## config.mk

```make
export PLATFORM = sky130hd
export DESIGN_NAME = dualmac_sat
export DESIGN_NICKNAME = d
export VERILOG_FILES = /design/src/rtl/macsat_pkg.sv /design/src/rtl/macsat_clamp.sv /design/src/rtl/macsat_ctrl.sv /design/src/rtl/dualmac_sat.sv
export SDC_FILE = /design/constraint.sdc
export NUM_CORES = 1
export LEC_CHECK = 0
export BUFFER_PORTS_ARGS = -buffer_cell sky130_fd_sc_hd__buf_2
export CORE_ASPECT_RATIO = 1.25
export CORE_MARGIN = 5
export CORE_UTILIZATION = 45
export CTS_BUF_LIST = sky130_fd_sc_hd__clkbuf_8
export DETAILED_ROUTE_END_ITERATION = 7
export PLACE_DENSITY_LB_ADDON = 0.25
export SLEW_MARGIN = 20
export SYNTH_ARGS = -nofsm -noshare
export SYNTH_HDL_FRONTEND = slang
export SYNTH_SLANG_ARGS = --single-unit
```

## constraint.sdc

```tcl
create_clock -name clk -period 3.45 [get_ports clk]
set_clock_uncertainty 0.05 [all_clocks]
set_input_delay 0.69 -clock clk [delete_from_list [all_inputs] [get_ports clk]]
set_output_delay 0.69 -clock clk [all_outputs]
set_load 0.01 [all_outputs]
```

## src/rtl/macsat_pkg.sv

```systemverilog
package macsat_pkg;

    localparam int LANES = 2;

    typedef enum logic [2:0] {
        MD_SFRAC  = 3'd0,
        MD_UFRAC  = 3'd1,
        MD_UINT   = 3'd2,
        MD_TUFRAC = 3'd3,
        MD_SINT32 = 3'd4,
        MD_WRAP32 = 3'd5
    } sat_mode_e;

    localparam logic [1:0] OP_NONE = 2'd3;

    typedef enum logic {
        CT_IDLE   = 1'b0,
        CT_RESULT = 1'b1
    } ctrl_state_e;

endpackage

```

## src/rtl/macsat_clamp.sv

```systemverilog
module macsat_clamp
    import macsat_pkg::*;
#(
    parameter int SUM_W    = 48,
    parameter int ACC_W    = 40,
    parameter int NARROW_W = 32
) (
    input  logic signed [SUM_W-1:0] sum,
    input  sat_mode_e               mode,
    input  logic                    mixed,
    input  logic                    msat,
    output logic [ACC_W-1:0]        res,
    output logic                    sat,
    output logic                    legal
);

    localparam logic signed [SUM_W-1:0] SMAX_WIDE =
        {{(SUM_W-ACC_W+1){1'b0}}, {(ACC_W-1){1'b1}}};
    localparam logic signed [SUM_W-1:0] SMIN_WIDE = ~SMAX_WIDE;
    localparam logic signed [SUM_W-1:0] UMAX_WIDE =
        {{(SUM_W-ACC_W){1'b0}}, {ACC_W{1'b1}}};
    localparam logic signed [SUM_W-1:0] SMAX_NAR =
        {{(SUM_W-NARROW_W+1){1'b0}}, {(NARROW_W-1){1'b1}}};
    localparam logic signed [SUM_W-1:0] SMIN_NAR = ~SMAX_NAR;
    localparam logic [ACC_W-1:0] POS_LIM_NAR =
        {{(ACC_W-NARROW_W+1){1'b0}}, {(NARROW_W-1){1'b1}}};
    localparam logic [ACC_W-1:0] NEG_LIM_NAR =
        {{(ACC_W-NARROW_W+1){1'b1}}, {(NARROW_W-1){1'b0}}};
    localparam int HI_W = ACC_W - NARROW_W + 1;

    logic [HI_W-1:0] hi_bits;
    logic            hi_uniform;

    assign hi_bits    = sum[ACC_W-1:NARROW_W-1];
    assign hi_uniform = (&hi_bits) | ~(|hi_bits);

    always_comb begin
        res   = sum[ACC_W-1:0];
        sat   = 1'b0;
        legal = 1'b1;
        unique case (mode)
            MD_SFRAC: begin
                if (sum > SMAX_WIDE) begin
                    res = SMAX_WIDE[ACC_W-1:0];
                    sat = 1'b1;
                end else if (sum < SMIN_WIDE) begin
                    res = SMIN_WIDE[ACC_W-1:0];
                    sat = 1'b1;
                end
            end
            MD_UFRAC, MD_UINT, MD_TUFRAC: begin
                if (!mixed) begin
                    if (sum[SUM_W-1]) begin
                        res = '0;
                        sat = 1'b1;
                    end else if (sum > UMAX_WIDE) begin
                        res = UMAX_WIDE[ACC_W-1:0];
                        sat = 1'b1;
                    end
                end
            end
            MD_SINT32: begin
                if (sum > SMAX_NAR) begin
                    res = SMAX_NAR[ACC_W-1:0];
                    sat = 1'b1;
                end else if (sum < SMIN_NAR) begin
                    res = SMIN_NAR[ACC_W-1:0];
                    sat = 1'b1;
                end
            end
            MD_WRAP32: begin
                if (!hi_uniform) begin
                    res = sum[ACC_W-1] ? NEG_LIM_NAR : POS_LIM_NAR;
                    sat = 1'b1;
                end else begin
                    res = {{(ACC_W-NARROW_W){sum[NARROW_W-1]}}, sum[NARROW_W-1:0]};
                end
                if (msat) sat = 1'b1;
            end
            default: legal = 1'b0;
        endcase
    end

    // narrow modes always yield a value sign-extended from the narrow width
    always_comb begin
        if (legal && (mode == MD_SINT32 || mode == MD_WRAP32)) begin
            p_narrow_range_r6: assert ((&res[ACC_W-1:NARROW_W-1]) || ~(|res[ACC_W-1:NARROW_W-1]))
                else $error("narrow-mode result not sign-extended");
        end
    end

endmodule

```

## src/rtl/macsat_ctrl.sv

```systemverilog
module macsat_ctrl
    import macsat_pkg::*;
(
    input  logic clk,
    input  logic rst,
    input  logic in_valid,
    output logic out_valid
);

    ctrl_state_e st_q, st_d;

    always_ff @(posedge clk) begin
        if (rst) st_q <= CT_IDLE;
        else     st_q <= st_d;
    end

    always_comb begin
        st_d = st_q;
        unique case (st_q)
            CT_IDLE:   if (in_valid)  st_d = CT_RESULT;   // T_ACCEPT
            CT_RESULT: if (!in_valid) st_d = CT_IDLE;     // T_DRAIN, else T_STREAM
            default:   st_d = CT_IDLE;
        endcase
    end

    always_comb begin
        out_valid = (st_q == CT_RESULT);
    end

    p_result_follows_r2: assert property (@(posedge clk) disable iff (rst)
        in_valid |=> out_valid);
    p_quiet_after_idle_r2: assert property (@(posedge clk) disable iff (rst)
        !in_valid |=> !out_valid);

endmodule

```

## src/rtl/dualmac_sat.sv

```systemverilog
module dualmac_sat
    import macsat_pkg::*;
#(
    parameter int SUM_W    = 48,
    parameter int ACC_W    = 40,
    parameter int NARROW_W = 32
) (
    input  logic             clk,
    input  logic             rst,
    input  logic             in_valid,
    input  logic [SUM_W-1:0] sum0,
    input  logic [2:0]       mode0,
    input  logic             mixed0,
    input  logic             msat0,
    input  logic [1:0]       op0,
    input  logic             full0,
    input  logic             xovf0,
    input  logic [SUM_W-1:0] sum1,
    input  logic [2:0]       mode1,
    input  logic             mixed1,
    input  logic             msat1,
    input  logic [1:0]       op1,
    input  logic             full1,
    input  logic             xovf1,
    output logic             out_valid,
    output logic [ACC_W-1:0] acc0,
    output logic [ACC_W-1:0] acc1,
    output logic             av0,
    output logic             av1,
    output logic             avs0,
    output logic             avs1,
    output logic             v,
    output logic             vs,
    output logic             illegal
);

    logic signed [SUM_W-1:0] sum_a   [LANES];
    logic [2:0]              mode_a  [LANES];
    logic [1:0]              op_a    [LANES];
    logic [LANES-1:0]        mixed_a, msat_a, full_a, xovf_a;

    logic [ACC_W-1:0]        res_a   [LANES];
    logic [LANES-1:0]        sat_a, legal_a, active_a, upd_a, ovf_a, bad_a;

    logic [ACC_W-1:0]        acc_q   [LANES];
    logic [LANES-1:0]        av_q, avs_q;
    logic                    v_q, vs_q, illegal_q;

    assign sum_a[0]  = sum0;   assign sum_a[1]  = sum1;
    assign mode_a[0] = mode0;  assign mode_a[1] = mode1;
    assign op_a[0]   = op0;    assign op_a[1]   = op1;
    assign mixed_a   = {mixed1, mixed0};
    assign msat_a    = {msat1,  msat0};
    assign full_a    = {full1,  full0};
    assign xovf_a    = {xovf1,  xovf0};

    macsat_ctrl u_ctrl (
        .clk      (clk),
        .rst      (rst),
        .in_valid (in_valid),
        .out_valid(out_valid)
    );

    for (genvar i = 0; i < LANES; i++) begin : g_lane
        macsat_clamp #(
            .SUM_W   (SUM_W),
            .ACC_W   (ACC_W),
            .NARROW_W(NARROW_W)
        ) u_clamp (
            .sum  (sum_a[i]),
            .mode (sat_mode_e'(mode_a[i])),
            .mixed(mixed_a[i]),
            .msat (msat_a[i]),
            .res  (res_a[i]),
            .sat  (sat_a[i]),
            .legal(legal_a[i])
        );

        assign active_a[i] = (op_a[i] != OP_NONE);
        assign upd_a[i]    = active_a[i] & legal_a[i];
        assign bad_a[i]    = active_a[i] & ~legal_a[i];
        assign ovf_a[i]    = upd_a[i] & (xovf_a[i] | (sat_a[i] & full_a[i]));

        always_ff @(posedge clk) begin
            if (rst) begin
                acc_q[i] <= '0;
                av_q[i]  <= 1'b0;
                avs_q[i] <= 1'b0;
            end else if (in_valid && upd_a[i]) begin
                acc_q[i] <= res_a[i];
                av_q[i]  <= sat_a[i];
                if (sat_a[i]) avs_q[i] <= 1'b1;
            end
        end

        p_sticky_lane_r10: assert property (@(posedge clk) disable iff (rst)
            avs_q[i] |=> avs_q[i]);
        p_av_sets_avs_r10: assert property (@(posedge clk) disable iff (rst)
            av_q[i] |-> avs_q[i]);
        p_idle_lane_hold_r9: assert property (@(posedge clk) disable iff (rst)
            (in_valid && op_a[i] == OP_NONE) |=> ($stable(acc_q[i]) && $stable(av_q[i])));
    end

    always_ff @(posedge clk) begin
        if (rst) begin
            v_q       <= 1'b0;
            vs_q      <= 1'b0;
            illegal_q <= 1'b0;
        end else if (in_valid) begin
            v_q       <= |ovf_a;
            if (|ovf_a) vs_q <= 1'b1;
            illegal_q <= |bad_a;
        end else begin
            illegal_q <= 1'b0;
        end
    end

    assign acc0    = acc_q[0];
    assign acc1    = acc_q[1];
    assign av0     = av_q[0];
    assign av1     = av_q[1];
    assign avs0    = avs_q[0];
    assign avs1    = avs_q[1];
    assign v       = v_q;
    assign vs      = vs_q;
    assign illegal = illegal_q;

    p_v_sets_vs_r12: assert property (@(posedge clk) disable iff (rst)
        v_q |-> vs_q);
    p_vs_sticky_r12: assert property (@(posedge clk) disable iff (rst)
        vs_q |=> vs_q);
    p_illegal_cause_r13: assert property (@(posedge clk) disable iff (rst)
        illegal_q |-> $past(in_valid));
    p_no_overflow_idle_r11: assert property (@(posedge clk) disable iff (rst)
        (in_valid && op0 == OP_NONE && op1 == OP_NONE) |=> !v_q);

endmodule

```

==> qor.csv, run 1 <==
metric,value,unit
Via-to-Cell Ratio,5.23,
share of cells above drive strength 1,43.3,%
worst path required time,3.47,ns
outcome,completed,
vias in the first global route,3320,
number of port buffers,204,
fin util,60.1,%
Post-CTS Setup Repair Bufs,0,
fin nets,666,
Slew Limit Fails,0,
gpl congestion,0.825,
number of cells on the worst reg-to-reg path,2,
Hold/Removal Path Class,reg -> reg,
Crit Path Max Fanout,11,
Hold Buf Count CTS,0,
Setup crit end kind,flip-flop,
Initial Util,45.6,%
Yosys warning count,0,
average size of a mapped cell,11.9,um^2
post-placement cell count,661,
r2r setup slk,2.78,ns
max_cap viols,0,
CP max stage delay,0.60,ns
clk_lat worst skew,0.35,ns
Synth top area share,58.1,%
CTS resizes,0,
cell count after synthesis,349,
first-pass GRT wire length,15.6,mm
row cnt,39,
Root Buffer,clkbuf_8,
HPWL after detailed placement,8.10,mm
reg2reg start,av1$_SDFFE_PP0P_,
setup ws final,0.909,ns
Core Area,0.00908,mm^2
Hold Crit Endpoint,avs0$_SDFFE_PP0P_,
sequential area share after synthesis,61.9,%
Critical-path top delay cell,a311oi_2,
GR Overflow Total,0,
Final Non-Filler Cells,677,
detailed router's first-iteration violation count,196,
Worst Hold Depth,1,
CP Buf/Inv Count,1,
largest cells by area after synthesis,"edfxtp_1 (58%), a21o_1 (12%), dfxtp_1 (3.9%)",
vias,3541,
"CTS clk-pin slew, worst paths",0.08,ns
drt total wl,10.6,mm
Max Buffers Root-to-Sink,2,
Yosys reg bits,88,
final antenna-violating net count,0,
RSZ-0062 raised after global routing,no,
synthesized area,0.00414,mm^2
Initial DRT Pass Iterations,4,
TritonCTS clock tree,built,
post-route setup TNS,0,ns
HP Start,avs0$_SDFFE_PP0P_,
Pleak,2.84,nW
WHS,0.406,ns
Fin. Hold Viols,0,
Rel. slew slack,59.2,%
die height,117,um
DIE WIDTH,95.8,um
Worst setup SP type,primary input,
GRT Resource Usage Total,18.4,%
"commonest non-fill, non-tap cells in the layout","buf_2 (204), edfxtp_1 (80), a21o_1 (64), nand2_1 (40), a21oi_1 (27)",
largest net degree at the start of global routing,41,
Main synth FF type,edfxtp_1,
die area,0.0112,mm^2
DR WL/cell,15.7,um
TritonCTS Sinks,88,
initial antenna violation count,0,
critical path class,in -> reg,
final setup vio count,0,
Least-Margin Pin Slew,0.612,ns
DRC,0,
CP top delay family,compound AO/OA/AOI/OAI gates,
worst reg2reg path endpoint,av1$_SDFFE_PP0P_,
ant diodes,0,
Final Cycle Share,73.6,%
IO Pins,205,
Peak VDD IR,0.000319,V
"commonest non-fill, non-tap cell in the layout",buf_2,
crit path time final,2.54,ns
Fmax achieved,394,MHz
area grow syn2layout,31.9,%
DP Worst Slack,0.459,ns
critical path arrival,2.56,ns
Synth area leader,edfxtp_1,
syn_nets,466,
"EDFF count, synth",80,
unique cell type count in the Yosys netlist,47,
ys async rst share,0,%
Inserted Clock Buffers,9,
H-tree depth,3,
cell chain of the critical path,buf_2 -> nand3_1 -> or3_1 -> o21ai_0 -> nand2b_1 -> a311oi_2 -> a21oi_1,
PD cells,447,mW/mm^2
[through the flow]
step / area [um^2] / total power (W)
6_report: 5460 / 0.00244
5_1_grt: 5460 / 0.00257
4_1_cts: 5460 / 0.00247
3_5_place_dp: 5260 / 0.00175
3_3_place_gp: 5260 / 0.00174
2_1_floorplan: 4140 / 0.00153
[registers in the layout, summed over array words and instances (netlist names)]
| signal | cells |
|---|---|
| vs | 1 |
| av1 | 1 |
| avs0 | 1 |
| u_ctrl.out_valid | 1 |
| v | 1 |
| av0 | 1 |
| illegal | 1 |
| avs1 | 1 |
| acc_q | 80 |
[layer usage]
| layer | routed length (um) | vias to the layer above | track usage (%) |
|---|---|---|---|
| li1 | - | 1732 | - |
| met1 | 4080 | 1638 | 21.4 |
| met2 | 5420 | 163 | 31.3 |
| met3 | 1020 | 8 | 6.39 |
| met4 | 99 | 0 | 6.83 |
| met5 | 0 | - | 0 |
[cells by family after synthesis]
kind of cell | share of synthesized area (%)
compound gates | 22.7
simple gates | 11.8
flops | 61.9
buf+inv | 3.30
mux | 0.242
[cells in the mapped netlist (all sizes together), types with 5 or more instances]
master / instances
edfxtp: 80
a21o: 64
nand2: 41
a21oi: 27
buf: 11
nor2: 11
clkbuf: 10
o21ai: 10
nand3: 9
dfxtp: 8
inv: 6
a31oi: 5
and2: 5
nand4: 5
nor3: 5
[where the power goes]
group,switching [W],internal [W],total (W)
sequential,0.0000292,0.00128,0.00131
clock,0.000376,0.000341,0.000717
combinational,0.000237,0.000177,0.000414
[worst max-delay path by stage]
stage	startpoint	end	depth (start not counted)
2_1_floorplan	sum1[38]	acc_q[1][0]$_SDFFCE_PN0P_	7
3_3_place_gp	sum0[39]	acc_q[0][27]$_SDFFCE_PN0P_	7
3_5_place_dp	sum0[39]	acc_q[0][10]$_SDFFCE_PN0P_	7
4_1_cts	sum0[33]	acc_q[0][15]$_SDFFCE_PN0P_	7
5_1_grt	sum1[39]	acc_q[1][32]$_SDFFCE_PN0P_	7
6_report	sum1[39]	acc_q[1][34]$_SDFFCE_PN0P_	7
[final cells by class]
cell class	count	area, um^2
Timing Repair Buffer	210	1070
Sequential cell	88	2560
Clock buffer	9	124
Tap cell	123	154
Inverter	6	22.5
Fill cell	816	3620
Multi-Input combinational cell	234	1450
Clock inverter	7	76.3
[worst reg2reg max path: cells and delay by family, from the launching register on]
family	cells	cell delay, ns
buffers and inverters	1	0.04
AO/OA/AOI/OAI	1	0.15
flip-flops	1	0.35
(Power assumes the default switching activity.)
==> run 2, diff against run 1 <==
--- a/config.mk
+++ b/config.mk
@@ -8,7 +8,7 @@
 export BUFFER_PORTS_ARGS = -buffer_cell sky130_fd_sc_hd__buf_2
 export CORE_ASPECT_RATIO = 1.25
 export CORE_MARGIN = 5
-export CORE_UTILIZATION = 45
+export CORE_UTILIZATION = 43
 export CTS_BUF_LIST = sky130_fd_sc_hd__clkbuf_8
 export DETAILED_ROUTE_END_ITERATION = 7
 export PLACE_DENSITY_LB_ADDON = 0.25
==> constraint.sdc (replaced) <==
create_clock -name clk -period 2.3 [get_ports clk]
set_clock_uncertainty 0.05 [all_clocks]
set_input_delay 0.46 -clock clk [delete_from_list [all_inputs] [get_ports clk]]
set_output_delay 0.46 -clock clk [all_outputs]
set_load 0.01 [all_outputs]
==> run 2 against run 1 <==
Net effect: largest cell class unchanged; register-to-register slack lost 1.2 ns; via count grew 0.96%; final area grew 3.5%; die area grew 4.2%; highest routed layer unchanged; critical path type unchanged; utilization shrank 0.75 points.
==> qor.csv, run 2 (synthesis gave the netlist of run 1 again) <==
metric,value,unit
outcome,completed,
sequential fraction of design power,53.6,%
gpl congestion,0.890,
row cnt,40,
drt total wl,10.4,mm
HPWL after detailed placement,8.06,mm
Peak VDD IR,0.000346,V
Slew Limit Fails,0,
DRC,0,
Inserted Clock Buffers,9,
Int Pwr,0.00271,W
"CTS clk-pin slew, worst paths",0.09,ns
Max Buffers Root-to-Sink,2,
IO Pins,205,
RSZ-0062 raised after global routing,no,
die height,120,um
clock share of power,28.6,%
TritonCTS clock tree,built,
Initial DRT Pass Iterations,5,
DP Worst Slack,-0.222,ns
worst path required time,2.36,ns
Rel. slew slack,73.8,%
Crit Path Max Fanout,31,
Root Buffer,clkbuf_8,
Worst setup SP type,primary input,
final setup vio count,0,
Fin. Hold Viols,0,
max_cap viols,0,
Hold/Removal Path Class,in -> reg,
Initial Util,43.5,%
Via-to-Cell Ratio,5.14,
Pleak,2.94,nW
ant diodes,0,
total power,0.00365,W
vias in the first global route,3451,
"commonest non-fill, non-tap cell in the layout",buf_2,
clk_lat worst skew,0.34,ns
detailed router's first-iteration violation count,121,
vias,3575,
GRT Resource Usage Total,17.3,%
Final Cycle Share,93.0,%
area grow syn2layout,36.4,%
Reg with most FFs,acc_q,
sw power,0.000941,W
TritonCTS Sinks,88,
"commonest non-fill, non-tap cells in the layout","buf_2 (204), edfxtp_1 (80), a21o_1 (64), nand2_1 (40), a21oi_1 (27)",
PD cells,647,mW/mm^2
initial antenna violation count,0,
largest net degree at the start of global routing,42,
DIE WIDTH,97.7,um
die area,0.0117,mm^2
setup ws final,0.161,ns
CTS resizes,0,
Post-CTS Setup Repair Bufs,0,
H-tree depth,3,
first-pass GRT wire length,16.3,mm
combinational power share,17.8,%
number of port buffers,204,
DR WL/cell,14.9,um
critical path class,in -> reg,
Fmax achieved,468,MHz
number of flip-flops in the largest register,80,
crit path time final,2.14,ns
Sw Share,25.7,%
critical path arrival,2.20,ns
GR Overflow Total,0,
final antenna-violating net count,0,
Setup crit end kind,flip-flop,
fin nets,681,
share of cells above drive strength 1,44.6,%
Hold Buf Count CTS,0,
Least-Margin Pin Slew,0.393,ns
Core Area,0.00951,mm^2
## run 2: layout make-up
class / instances / area [um^2]
Clock buffer: 9 / 124
Clock inverter: 7 / 71.3
Fill cell: 834 / 3860
Inverter: 6 / 22.5
Multi-Input combinational cell: 234 / 1450
Sequential cell: 88 / 2560
Tap cell: 126 / 158
Timing Repair Buffer: 225 / 1250
## run 2: worst max-delay path, stage by stage
cell and delay, ns:
buf_2 0.10, or4_4 0.52, nor4_2 0.27, a31o_2 0.22, o22ai_1 0.07, o21a_2 0.23
buf_12 0.16, a21o_1 0.16
## run 2: worst paths after layout
path	endpoint	cells past startpoint	slack (ns)	from
worst min-delay path	avs1$_SDFFE_PP0P_	2	0.31	rst
worst min register to register	avs0$_SDFFE_PP0P_	1	0.41	avs0$_SDFFE_PP0P_
worst max register to register	av1$_SDFFE_PP0P_	2	1.57	av1$_SDFFE_PP0P_
worst max-delay path	acc_q[1][9]$_SDFFCE_PN0P_	8	0.16	sum1[38]
## run 2: layer usage
layer	track usage [%]	up-vias	routed length, um
met5	0	-	0
met4	7.01	0	229
met3	7.15	19	1130
met2	27.8	189	5020
met1	20.4	1604	4010
li1	-	1763	-
## run 2: per-stage QoR
stage / hold WS, ns / cells / utilization (%) / cell area [um^2] / setup TNS [ns]
2_1_floorplan: 0.434 / 349 / - / 4140 / 0
4_1_cts: 0.284 / 695 / 59.4 / 5650 / 0
5_1_grt: 0.289 / 695 / 59.4 / 5650 / 0
3_3_place_gp: 0.391 / 679 / 57.3 / 5450 / -4.90
3_5_place_dp: 0.393 / 679 / 57.3 / 5450 / -6.88
6_report: 0.310 / 695 / 59.4 / 5650 / 0
## run 2: power groups by stage
stage	clock network, W	registers (W)	logic (W)
after detailed placement	0	0.00200	0.000657
after CTS	0.00109	0.00196	0.000659
final	0.00105	0.00196	0.000649
after global placement	0	0.00200	0.000646
after global routing	0.00116	0.00198	0.000711
after floorplan	0	0.00209	0.000209
